==> src/rtl/i2cs_pkg.sv <==
`timescale 1ns/1ps
package i2cs_pkg;

   typedef enum logic [2:0] {
      ST_IDLE,
      ST_ADDR,
      ST_AACK,
      ST_RX,
      ST_RACK,
      ST_TX,
      ST_TACK,
      ST_TLOAD
   } eng_st_t;

   localparam logic [1:0] SEL_DATA = 2'd0;
   localparam logic [1:0] SEL_STAT = 2'd1;
   localparam logic [1:0] SEL_CTL  = 2'd2;

   localparam int SB_TXE = 0;
   localparam int SB_RXF = 1;
   localparam int SB_AM  = 2;
   localparam int SB_ARB = 3;
   localparam int SB_SPR = 4;
   localparam int SB_NAK = 5;
   localparam int SB_GC  = 6;
   localparam int SB_DIR = 7;

   localparam int CB_TXIE  = 0;
   localparam int CB_FLUSH = 1;
   localparam int CB_IEN   = 2;

endpackage

==> src/rtl/i2cs_line_sync.sv <==
`timescale 1ns/1ps
module i2cs_line_sync #(
   parameter int STAGES = 2
) (
   input  logic clk,
   input  logic rst_n,
   input  logic scl_i,
   input  logic sda_i,
   output logic sda_s,
   output logic scl_rise,
   output logic scl_fall,
   output logic start_ev,
   output logic stop_ev
);

   logic [STAGES-1:0] scl_ch, sda_ch;
   logic              scl_prev, sda_prev;
   logic              scl_s;

   always_ff @(posedge clk or negedge rst_n) begin
      if (!rst_n) begin
         scl_ch   <= '1;
         sda_ch   <= '1;
         scl_prev <= 1'b1;
         sda_prev <= 1'b1;
      end else begin
         scl_ch   <= {scl_ch[STAGES-2:0], scl_i};
         sda_ch   <= {sda_ch[STAGES-2:0], sda_i};
         scl_prev <= scl_ch[STAGES-1];
         sda_prev <= sda_ch[STAGES-1];
      end
   end

   assign scl_s    = scl_ch[STAGES-1];
   assign sda_s    = sda_ch[STAGES-1];
   assign scl_rise = scl_s & ~scl_prev;
   assign scl_fall = ~scl_s & scl_prev;
   assign start_ev = scl_s & scl_prev & ~sda_s & sda_prev;
   assign stop_ev  = scl_s & scl_prev & sda_s & ~sda_prev;

endmodule

==> src/rtl/i2cs_engine.sv <==
`timescale 1ns/1ps
module i2cs_engine
   import i2cs_pkg::*;
#(
   parameter int DATA_W = 8,
   parameter int ADDR_W = 7,
   parameter bit GC_EN  = 1'b1
) (
   input  logic              clk,
   input  logic              rst_n,
   input  logic              scl_rise,
   input  logic              scl_fall,
   input  logic              start_ev,
   input  logic              stop_ev,
   input  logic              sda_s,
   input  logic [ADDR_W-1:0] own_addr,
   input  logic [DATA_W-1:0] tx_byte,
   output logic              sda_oe,
   output logic              rx_busy,
   output logic              tx_take,
   output logic              ev_addr,
   output logic              ev_gc,
   output logic              ev_rd,
   output logic              ev_rx,
   output logic [DATA_W-1:0] rx_byte,
   output logic              ev_nak,
   output logic              ev_arb,
   output logic              ev_sprs
);

   localparam int CW = $clog2(DATA_W + 1);

   eng_st_t           st;
   logic [CW-1:0]     cnt;
   logic [DATA_W-1:0] sh;
   logic              rd_q, engaged;
   logic              byte_done, match_own, match_gc, hit;

   assign byte_done = (cnt == CW'(DATA_W));
   assign match_own = (sh[DATA_W-1:1] == own_addr);

   generate
      if (GC_EN) begin : g_gc
         assign match_gc = (sh[DATA_W-1:1] == '0) && !sh[0];
      end else begin : g_no_gc
         assign match_gc = 1'b0;
      end
   endgenerate

   assign hit     = (st == ST_ADDR) && scl_fall && byte_done && (match_own || match_gc);
   assign tx_take = (hit && sh[0]) || ((st == ST_TACK) && scl_rise && !sda_s);
   assign rx_busy = (st == ST_RX) || (st == ST_RACK);

   always_ff @(posedge clk or negedge rst_n) begin
      if (!rst_n) begin
         st      <= ST_IDLE;
         cnt     <= '0;
         sh      <= '0;
         rd_q    <= 1'b0;
         engaged <= 1'b0;
         sda_oe  <= 1'b0;
         ev_addr <= 1'b0;
         ev_gc   <= 1'b0;
         ev_rd   <= 1'b0;
         ev_rx   <= 1'b0;
         rx_byte <= '0;
         ev_nak  <= 1'b0;
         ev_arb  <= 1'b0;
         ev_sprs <= 1'b0;
      end else begin
         ev_addr <= 1'b0;
         ev_rx   <= 1'b0;
         ev_nak  <= 1'b0;
         ev_arb  <= 1'b0;
         ev_sprs <= 1'b0;
         if (start_ev) begin
            st      <= ST_ADDR;
            cnt     <= '0;
            sda_oe  <= 1'b0;
            ev_sprs <= engaged;
            engaged <= 1'b0;
         end else if (stop_ev) begin
            st      <= ST_IDLE;
            sda_oe  <= 1'b0;
            ev_sprs <= engaged;
            engaged <= 1'b0;
         end else begin
            case (st)
               ST_ADDR: begin
                  if (scl_rise && !byte_done) begin
                     sh  <= {sh[DATA_W-2:0], sda_s};
                     cnt <= cnt + CW'(1);
                  end else if (scl_fall && byte_done) begin
                     if (hit) begin
                        sda_oe  <= 1'b1;
                        st      <= ST_AACK;
                        ev_addr <= 1'b1;
                        ev_gc   <= match_gc;
                        ev_rd   <= sh[0];
                        rd_q    <= sh[0];
                        engaged <= 1'b1;
                        if (sh[0]) sh <= tx_byte;
                     end else begin
                        st <= ST_IDLE;
                     end
                  end
               end
               ST_AACK: begin
                  if (scl_fall) begin
                     cnt <= '0;
                     if (rd_q) begin
                        st     <= ST_TX;
                        sda_oe <= ~sh[DATA_W-1];
                     end else begin
                        st     <= ST_RX;
                        sda_oe <= 1'b0;
                     end
                  end
               end
               ST_RX: begin
                  if (scl_rise && !byte_done) begin
                     sh  <= {sh[DATA_W-2:0], sda_s};
                     cnt <= cnt + CW'(1);
                  end else if (scl_fall && byte_done) begin
                     ev_rx   <= 1'b1;
                     rx_byte <= sh;
                     sda_oe  <= 1'b1;
                     st      <= ST_RACK;
                  end
               end
               ST_RACK: begin
                  if (scl_fall) begin
                     sda_oe <= 1'b0;
                     cnt    <= '0;
                     st     <= ST_RX;
                  end
               end
               ST_TX: begin
                  if (scl_rise) begin
                     cnt <= cnt + CW'(1);
                     if (!sda_oe && !sda_s) ev_arb <= 1'b1;
                  end else if (scl_fall && byte_done) begin
                     sda_oe <= 1'b0;
                     st     <= ST_TACK;
                  end else if (scl_fall) begin
                     sh     <= sh << 1;
                     sda_oe <= ~sh[DATA_W-2];
                  end
               end
               ST_TACK: begin
                  if (scl_rise) begin
                     if (!sda_s) begin
                        sh <= tx_byte;
                        st <= ST_TLOAD;
                     end else begin
                        ev_nak <= 1'b1;
                        st     <= ST_IDLE;
                     end
                  end
               end
               ST_TLOAD: begin
                  if (scl_fall) begin
                     cnt    <= '0;
                     st     <= ST_TX;
                     sda_oe <= ~sh[DATA_W-1];
                  end
               end
               default: ;
            endcase
         end
      end
   end

   // an accepted address is acknowledged from the same edge on
   assert_ack_drive_R2: assert property (@(posedge clk) disable iff (!rst_n)
      ev_addr |-> sda_oe);

   // a released ninth bit after a sent byte raises NAK and keeps SDA free
   assert_nak_release_R7: assert property (@(posedge clk) disable iff (!rst_n)
      (st == ST_TACK && scl_rise && sda_s && !start_ev && !stop_ev) |=> (ev_nak && !sda_oe));

endmodule

==> src/rtl/i2cs_regs.sv <==
`timescale 1ns/1ps
module i2cs_regs
   import i2cs_pkg::*;
#(
   parameter int DATA_W = 8
) (
   input  logic              clk,
   input  logic              rst_n,
   input  logic [1:0]        bus_sel,
   input  logic              bus_wr,
   input  logic              bus_rd,
   input  logic [DATA_W-1:0] bus_wdata,
   output logic [DATA_W-1:0] bus_rdata,
   input  logic              rx_busy,
   input  logic              tx_take,
   input  logic              ev_addr,
   input  logic              ev_gc,
   input  logic              ev_rd,
   input  logic              ev_rx,
   input  logic [DATA_W-1:0] rx_byte,
   input  logic              ev_nak,
   input  logic              ev_arb,
   input  logic              ev_sprs,
   output logic [DATA_W-1:0] tx_byte,
   output logic              irq
);

   logic [DATA_W-1:0] data_q, stat_v, ctl_v;
   logic txe_q, rxf_q, am_q, arb_q, spr_q, nak_q, gc_q, dir_q;
   logic txie_q, ien_q, flush_q;
   logic wr_data, wr_ok, wr_stat, wr_ctl, rd_data;

   assign wr_data = bus_wr && (bus_sel == SEL_DATA);
   assign wr_ok   = wr_data && !rx_busy;
   assign wr_stat = bus_wr && (bus_sel == SEL_STAT);
   assign wr_ctl  = bus_wr && (bus_sel == SEL_CTL);
   assign rd_data = bus_rd && (bus_sel == SEL_DATA);

   always_ff @(posedge clk or negedge rst_n) begin
      if (!rst_n) begin
         data_q  <= '0;
         txe_q   <= 1'b1;
         rxf_q   <= 1'b0;
         am_q    <= 1'b0;
         arb_q   <= 1'b0;
         spr_q   <= 1'b0;
         nak_q   <= 1'b0;
         gc_q    <= 1'b0;
         dir_q   <= 1'b0;
         txie_q  <= 1'b0;
         ien_q   <= 1'b0;
         flush_q <= 1'b0;
      end else begin
         if (ev_rx)      data_q <= rx_byte;
         else if (wr_ok) data_q <= bus_wdata;

         if (wr_ok)                   txe_q <= 1'b0;
         else if (flush_q || tx_take) txe_q <= 1'b1;

         if (ev_rx)        rxf_q <= 1'b1;
         else if (rd_data) rxf_q <= 1'b0;

         if (ev_addr)                          am_q <= 1'b1;
         else if (wr_stat && bus_wdata[SB_AM]) am_q <= 1'b0;
         if (ev_arb)                            arb_q <= 1'b1;
         else if (wr_stat && bus_wdata[SB_ARB]) arb_q <= 1'b0;
         if (ev_sprs)                           spr_q <= 1'b1;
         else if (wr_stat && bus_wdata[SB_SPR]) spr_q <= 1'b0;
         if (ev_nak)                            nak_q <= 1'b1;
         else if (wr_stat && bus_wdata[SB_NAK]) nak_q <= 1'b0;

         if (ev_addr) begin
            gc_q  <= ev_gc;
            dir_q <= ev_rd;
         end

         if (wr_ctl) begin
            txie_q <= bus_wdata[CB_TXIE];
            ien_q  <= bus_wdata[CB_IEN];
         end
         flush_q <= wr_ctl && bus_wdata[CB_FLUSH];
      end
   end

   always_comb begin
      stat_v         = '0;
      stat_v[SB_TXE] = txe_q;
      stat_v[SB_RXF] = rxf_q;
      stat_v[SB_AM]  = am_q;
      stat_v[SB_ARB] = arb_q;
      stat_v[SB_SPR] = spr_q;
      stat_v[SB_NAK] = nak_q;
      stat_v[SB_GC]  = gc_q;
      stat_v[SB_DIR] = dir_q;
      ctl_v           = '0;
      ctl_v[CB_TXIE]  = txie_q;
      ctl_v[CB_FLUSH] = flush_q;
      ctl_v[CB_IEN]   = ien_q;
      case (bus_sel)
         SEL_DATA: bus_rdata = data_q;
         SEL_STAT: bus_rdata = stat_v;
         SEL_CTL:  bus_rdata = ctl_v;
         default:  bus_rdata = '0;
      endcase
   end

   assign tx_byte = txe_q ? '1 : data_q;
   assign irq     = (ien_q && (rxf_q || am_q || arb_q || spr_q || nak_q)) || (txie_q && txe_q);

   // processor writes during slave-write reception leave data untouched
   assert_blocked_write_R5: assert property (@(posedge clk) disable iff (!rst_n)
      (wr_data && rx_busy && !ev_rx) |=> (data_q == $past(data_q)));

   // byte completion beats a same-cycle read of data
   assert_rx_set_wins_R12: assert property (@(posedge clk) disable iff (!rst_n)
      ev_rx |=> rxf_q);

   // stop/restart detection beats a same-cycle write-one clear
   assert_stop_set_wins_R8: assert property (@(posedge clk) disable iff (!rst_n)
      ev_sprs |=> spr_q);

   // a flush empties the transmit slot unless a new byte lands
   assert_flush_empties_R9: assert property (@(posedge clk) disable iff (!rst_n)
      (flush_q && !wr_ok) |=> txe_q);

endmodule

==> src/rtl/i2c_slave_ctl.sv <==
`timescale 1ns/1ps
module i2c_slave_ctl #(
   parameter int DATA_W      = 8,
   parameter int ADDR_W      = 7,
   parameter int SYNC_STAGES = 2,
   parameter bit GC_EN       = 1'b1
) (
   input  logic              clk,
   input  logic              rst_n,
   input  logic              scl_i,
   input  logic              sda_i,
   output logic              sda_oe,
   input  logic [ADDR_W-1:0] own_addr,
   input  logic [1:0]        bus_sel,
   input  logic              bus_wr,
   input  logic              bus_rd,
   input  logic [DATA_W-1:0] bus_wdata,
   output logic [DATA_W-1:0] bus_rdata,
   output logic              irq
);

   generate
      if (ADDR_W != DATA_W - 1) begin : g_bad_addr_w
         $error("ADDR_W must be one less than DATA_W");
      end
      if (SYNC_STAGES < 2) begin : g_bad_sync
         $error("SYNC_STAGES must be at least 2");
      end
      if (DATA_W < 8) begin : g_bad_data_w
         $error("DATA_W must be at least 8");
      end
   endgenerate

   logic              sda_s, scl_rise, scl_fall, start_ev, stop_ev;
   logic              rx_busy, tx_take, ev_addr, ev_gc, ev_rd, ev_rx;
   logic              ev_nak, ev_arb, ev_sprs;
   logic [DATA_W-1:0] rx_byte, tx_byte;

   i2cs_line_sync #(.STAGES(SYNC_STAGES)) u_sync (
      .clk      (clk),
      .rst_n    (rst_n),
      .scl_i    (scl_i),
      .sda_i    (sda_i),
      .sda_s    (sda_s),
      .scl_rise (scl_rise),
      .scl_fall (scl_fall),
      .start_ev (start_ev),
      .stop_ev  (stop_ev)
   );

   i2cs_engine #(.DATA_W(DATA_W), .ADDR_W(ADDR_W), .GC_EN(GC_EN)) u_eng (
      .clk      (clk),
      .rst_n    (rst_n),
      .scl_rise (scl_rise),
      .scl_fall (scl_fall),
      .start_ev (start_ev),
      .stop_ev  (stop_ev),
      .sda_s    (sda_s),
      .own_addr (own_addr),
      .tx_byte  (tx_byte),
      .sda_oe   (sda_oe),
      .rx_busy  (rx_busy),
      .tx_take  (tx_take),
      .ev_addr  (ev_addr),
      .ev_gc    (ev_gc),
      .ev_rd    (ev_rd),
      .ev_rx    (ev_rx),
      .rx_byte  (rx_byte),
      .ev_nak   (ev_nak),
      .ev_arb   (ev_arb),
      .ev_sprs  (ev_sprs)
   );

   i2cs_regs #(.DATA_W(DATA_W)) u_regs (
      .clk       (clk),
      .rst_n     (rst_n),
      .bus_sel   (bus_sel),
      .bus_wr    (bus_wr),
      .bus_rd    (bus_rd),
      .bus_wdata (bus_wdata),
      .bus_rdata (bus_rdata),
      .rx_busy   (rx_busy),
      .tx_take   (tx_take),
      .ev_addr   (ev_addr),
      .ev_gc     (ev_gc),
      .ev_rd     (ev_rd),
      .ev_rx     (ev_rx),
      .rx_byte   (rx_byte),
      .ev_nak    (ev_nak),
      .ev_arb    (ev_arb),
      .ev_sprs   (ev_sprs),
      .tx_byte   (tx_byte),
      .irq       (irq)
   );

endmodule

==> config.mk <==
export PLATFORM = sky130hd
export DESIGN_NAME = i2c_slave_ctl
export DESIGN_NICKNAME = d
export VERILOG_FILES = /design/src/rtl/i2cs_pkg.sv /design/src/rtl/i2cs_line_sync.sv /design/src/rtl/i2cs_engine.sv /design/src/rtl/i2cs_regs.sv /design/src/rtl/i2c_slave_ctl.sv
export SDC_FILE = /design/constraint.sdc
export NUM_CORES = 1
export LEC_CHECK = 0
export BUFFER_PORTS_ARGS = -buffer_cell sky130_fd_sc_hd__buf_2
export CORE_MARGIN = 2
export CORE_UTILIZATION = 59
export CTS_CLUSTER_SIZE = 20
export DETAILED_ROUTE_END_ITERATION = 8
export GPL_TIMING_DRIVEN = 0
export PLACE_DENSITY = 0.8
export SETUP_SLACK_MARGIN = 0.4
export SYNTH_ARGS = -nofsm -noshare
export SYNTH_HDL_FRONTEND = slang
export SYNTH_SLANG_ARGS = --single-unit
==> constraint.sdc <==
create_clock -name clk -period 2.4 [get_ports clk]
set_input_delay 0.24 -clock clk [delete_from_list [all_inputs] [get_ports clk]]
set_output_delay 0.24 -clock clk [all_outputs]
set_load 0.02 [all_outputs]
Yosys cells after proc, flatten, opt, wreduce, memory -nomap -nowiden --
Cells that the tools add are included.
Storage, ports and cells: output and inout port bits 10, bits of input ports 23, bits in registers 57
Cells by class: reductions and logical operators 62, multiplexer cells 90, add/subtract/negate cells 1, bitwise logic cells 16, equal/unequal tests 37
Operator list (number):
- $mux 8 | 13
- $mux 1 | 52
- $mux 3 | 14
- $reduce_and 11->1 | 3
- $pmux 8 s4 | 1
- $ne 4x3->1 const B | 6
- $pmux 8 s3 | 1
- $logic_and 1x1->1 | 22
- $pmux 3 s7 | 1
- $mux 4 | 5
- $ne 4x4->1 const B | 5
- $reduce_bool 2->1 | 7
- $eq 3x3->1 const B | 4
- $pmux 4 s3 | 1
- $reduce_and 12->1 | 1
- $ne 2x2->1 const B | 5
- $reduce_and 5->1 | 2
- $logic_or 1x1->1 | 9
- $ne 3x2->1 const B | 3
- $not 1->1 | 9
- $reduce_bool 3->1 | 3
- $reduce_bool 9->1 | 1
- $reduce_bool 4->1 | 2
- $reduce_bool 8->1 | 1
- other kinds (21) | 35

Logic depth before layout (Yosys ltp) --
word-level depth 11, depth in mapped cells 8, mapped depth without buffers 7

By module --
From an unflattened synthesis, not the netlist that was laid out.
Second synthesis, totals: cell total of the unflattened synthesis 311, area total of the unflattened synthesis 3145.5 sq um
Modules (own cells, without submodules):
- i2cs_engine | area each 1946.9 sq um, cells an instance 199, instances 1, seq. area each 800.8 sq um
- i2cs_regs | area each 1008.5 sq um, cells an instance 102, instances 1, seq. area each 476.7 sq um
- i2cs_line_sync | area each 190.2 sq um, cells an instance 10, instances 1, seq. area each 157.7 sq um

Worst setup path after synthesis --
No wires, ideal clock.
kind reg2reg, from reg u_eng.cnt[0], to reg u_eng.sh[1], arrival time 1.864 ns, buffers on the path 1, path slack 0.411 ns, cell stages (with the launch flop) 9, required time 2.275 ns, library setup time 0.125 ns, cells stage by stage dfrtp_1 inv_1 ha_1 and3b_1 clkbuf_1 a21oi_1 o32ai_2 nor3_4 mux2_2
On the way: word-level cells in the longest chain between the ends 5
Ends and longest elaborated chain:
- start: declaration | RTL line i2cs_engine.sv:34 | logic [CW-1:0] cnt;
- start signal: assignment | RTL line i2cs_engine.sv:92 | cnt <= cnt + CW'(1);
- start signal: assignment | RTL line i2cs_engine.sv:123 | cnt <= cnt + CW'(1);
- start signal: assignment | RTL line i2cs_engine.sv:140 | cnt <= cnt + CW'(1);
- $eq 4x4->1 * | RTL line i2cs_engine.sv:39 | assign byte_done = (cnt == CW'(DATA_W));
- $logic_not 1->1 / $logic_and 1x1->1 (equally long branches) | RTL line i2cs_engine.sv:90, i2cs_engine.sv:121, i2cs_engine.sv:50
- $logic_and 1x1->1 (on tied branches) | RTL line i2cs_engine.sv:90, i2cs_engine.sv:121, i2cs_engine.sv:50
- $ne 3x2->1 (no line) (tied with other cells)
- $reduce_and 12->1 (no line) / $pmux 8 s4 (equally long branches)
- end signal: assignment | RTL line i2cs_engine.sv:91 | sh <= {sh[DATA_W-2:0], sda_s};
- end signal: assignment | RTL line i2cs_engine.sv:102 | if (sh[0]) sh <= tx_byte;
- end signal: assignment | RTL line i2cs_engine.sv:122 | sh <= {sh[DATA_W-2:0], sda_s};
- end: declaration | RTL line i2cs_engine.sv:35 | logic [DATA_W-1:0] sh;
Every way passes the cells marked *; elsewhere a longest branch is shown, timed or not. A chain may end at the register's enable or synchronous reset.

Worst setup path in the final report --
from reg u_sync.scl_prev, to reg u_eng.sh[5]
On the way: word-level cells in the longest chain between the ends 6
Ends and longest elaborated chain:
- start: declaration | RTL line i2cs_line_sync.sv:17 | logic scl_prev, sda_prev;
- start signal: assignment | RTL line i2cs_line_sync.sv:29 | scl_prev <= scl_ch[STAGES-1];
- $and 1x1->1 | RTL line i2cs_line_sync.sv:37 | assign scl_fall = ~scl_s & scl_prev;
- $logic_and 1x1->1 (3 in a row) | RTL line i2cs_engine.sv:50 | assign hit = (st == ST_ADDR) && scl_fall && byte_done && (match_own || match_gc);
- $ne 3x2->1 (no line)
- $reduce_and 12->1 (no line)
Parallel ways exist; a longest one is shown, timed or not.

==> reports/metrics.cfg <==
[drt]
vias_per_cell = 6.01
wl_per_cell_um = 18.0
first_pass_iters = 4
first_iter_violations = 178
drc = 0
vias = 2699
postRouteAntennaNets = 0
wl_um = 8080

[worst_setup_path]
cp.arrival_ns = 2.33
critical_path_class = flop to flop
r2r_setup_slack_ns = 0.29
worstReg2RegEnd = u_eng.sh[5]
timing.rr.start = u_sync.scl_prev
start_kind = flop
cp_max_fo = 10
required_ns = 2.62
end_kind = flop
ff2ff_path_depth = 8

[power_and_ir_drop]
ir_drop_v = 0.000705
power_density_nw_per_um2 = 1220
p_int_mw = 2.82
total_power_mw = 4.78
pwr-share-comb_pct = 50.8
pwr-share-clk_pct = 16.3
leakage_nw = 1.85
switchingPower_mw = 1.96
swShare_pct = 41.0
seq_power_share_pct = 32.8

[cts]
path_clk_slew_ns = 0.07
clk_latency_ns = 0.34
cts_tree = built
htree_levels = 3
numCtsBuffers = 9
cts.sinks = 57
clk_path_buf_depth = 2
ctsRootBufferMaster = clkbuf_8

[synth]
synth.distinct_cells = 64
synth_most_common_cell = dfrtp_1
ys_warn_count = 0
synth_edf_count = 0
synthArstFlopShare_pct = 100
ys_ff_latch = 57
synth_top_area_share_pct = 38.7
synthFlopType = dfrtp_1
synthMuxAreaShare_pct = 13.6
synth_area_leaders = dfrtp_1 (39%), mux2_2 (7.7%), mux2i_1 (5.9%)
ys_seq_area_share_pct = 44.4
synth_area_leader_cell = dfrtp_1
synth-xor-area-share_pct = 2.94
syn_area_um2 = 3230
synth_cells = 319
synthTopCellsByCount = dfrtp_1 (50), nand2_1 (31), nor2_1 (25)
synth_top_family_by_area = compound AO/OA/AOI/OAI gates
yosys.area_share.simple_pct = 16.3
syn-num-nets = 344
syn_avg_cell_area_um2 = 10.1
synth-compound-area-share_pct = 16.8
synthAdderAreaFrac_pct = 1.08

[placement]
gp_congestion = 0.910
placed_area_um2 = 3480
portBuffers = 32
dp_hpwl_um = 5400

[final_layout]
areaGrowthSynthToFinish_pct = 21.4
nets = 401
diodes = 0
drive_gt1_share_pct = 34.0
final_area_um2 = 3930

[sta]
period_needed_ns = 2.11
rsz0062_at_grt = true
final_max_slew_viol_count = 0
fin_setup_tns_ns = 0
worst_pin_slew_ns = 0.602
skew_ns = 0.00893
slew_headroom_pct = 59.9
fmax_mhz = 473
hold_viol = 0
setup_violations = 0
fin_crit_sh_pct = 88.0

[global_routing]
overflow = 0
gr-usage-all-layers_pct = 27.2
antenna_found_initial = 0
grt_pass1_vias = 2562
grt_pass1_wl_um = 12700
grt_max_degree = 58

[hold_path]
holdPathStages = 2
worstHoldPathType = input pin to flop
min_to = u_regs.txie_q
min_from = bus_wdata[0]

[floorplan]
die_w_um = 78.0
die-height_um = 78.0
die_area_um2 = 6090
start_util_pct = 62.1
coreArea_um2 = 5200
num_io_pins = 33
rows = 26

[flow_run]
maxCapViolations = 0

[status]
status = finished clean

-- cells in the final DEF, fill, tap and decap left out, drive strengths merged, types with 3 or more instances in the layout --
cell type	n
nor4	3
a21oi	9
nor2	26
nand2	31
o21ai	23
buf	56
o211ai	3
a21boi	3
mux2	22
nand2b	4
nor2b	3
a31oi	3
dfstp	7
a21o	6
clkbuf	19
mux2i	19
nor3	4
and3	3
nand3	5
xnor2	9
and2	3
dlygate4sd3	3
nand4	3
dfrtp	50
o2bb2ai	7
inv	11
-- final cells by class --
| class | count | area (um2) |
|---|---|---|
| Clock inverter | 3 | 17.5 |
| Clock buffer | 11 | 151 |
| Timing Repair Buffer | 46 | 289 |
| Buffer | 21 | 135 |
| Sequential cell | 57 | 1440 |
| Tap cell | 70 | 87.6 |
| Inverter | 11 | 41.3 |
| Fill cell | 361 | 1280 |
| Multi-Input combinational cell | 230 | 1770 |
-- state kept, by name, indices dropped and copies added (netlist names), 2 cells and up --
signal / flops
u_eng.sh: 8
u_eng.rx_byte: 8
u_eng.st: 3
u_eng.cnt: 4
u_regs.data_q: 8
u_sync.scl_ch: 2
u_sync.sda_ch: 2
-- power by group through the flow --
stage                     Sequential, mW  Clock, mW  Combinational [mW]
after floorplan                     1.47          0                1.53
after CTS                           1.55      0.790                2.26
final                               1.57      0.781                2.43
after global placement              1.55          0                1.91
after detailed placement            1.57          0                1.96
after global routing                1.59      0.833                2.63
-- how the worst max path moves through the flow --
| stage | startpoint | endpoint | slack, ns | cells past startpoint |
|---|---|---|---|---|
| global route | u_eng.cnt[1] | u_eng.sh[5] | 0.17 | 8 |
| global placement | u_eng.cnt[0] | u_eng.sh[6] | 0.20 | 8 |
| CTS | u_eng.cnt[0] | u_eng.sh[2] | 0.37 | 10 |
| detailed placement | u_eng.cnt[0] | u_eng.sh[2] | 0.16 | 8 |
| finish | u_sync.scl_prev | u_eng.sh[5] | 0.29 | 8 |
| floorplan | u_eng.cnt[0] | u_eng.sh[1] | 0.41 | 8 |
-- repair_timing --
item / in CTS / in global routing
gates resized for setup: 25 / 16
setup endpoints to repair: 14 / 21
hold buffers: 2 / 1
setup buffers: 8 / 2
endpoints found under the hold margin: 2 / 19
pin swaps: 4 / 4
-- cells by family (layout without fill, tap and decap cells) --
| kind of cell | after synthesis | count (layout) |
|---|---|---|
| XOR/XNOR | 10 | 10 |
| multiplexers | 41 | 41 |
| AO/OA/AOI/OAI | 78 | 78 |
| flip-flops | 57 | 57 |
| AND/OR/NAND/NOR | 98 | 98 |
| buffers and inverters | 32 | 92 |
| adder cells (fa/ha/maj) | 3 | 3 |
-- critical path, stage by stage, from the launching register on --
cell       delay (ns)
dfstp_2          0.53
buf_4            0.16
nand4bb_1        0.18
a21oi_4          0.16
o32ai_2          0.08
buf_4            0.17
nor3_4           0.21
buf_6            0.18
mux2_4           0.32
-- stage by stage --
step | util (%) | cells | setup WS (ns) | hold slack (ns)
after floorplan | - | 319 | 0.411 | -0.0556
after global placement | 66.9 | 421 | 0.198 | 0.345
after detailed placement | 66.9 | 421 | 0.159 | 0.346
after CTS | 73.3 | 445 | 0.367 | 0.153
after global routing | 75.4 | 449 | 0.167 | 0.164
final | 75.4 | 449 | 0.287 | 0.164
-- metal layers --
metal / up-vias / track usage, % / routed length (um)
met5: - / 0 / 0
met4: 0 / 10.0 / 185
met3: 18 / 6.09 / 581
met2: 121 / 40.2 / 3650
met1: 1300 / 39.5 / 3670
li1: 1260 / - / -
Power figures use the tool's default switching activity.
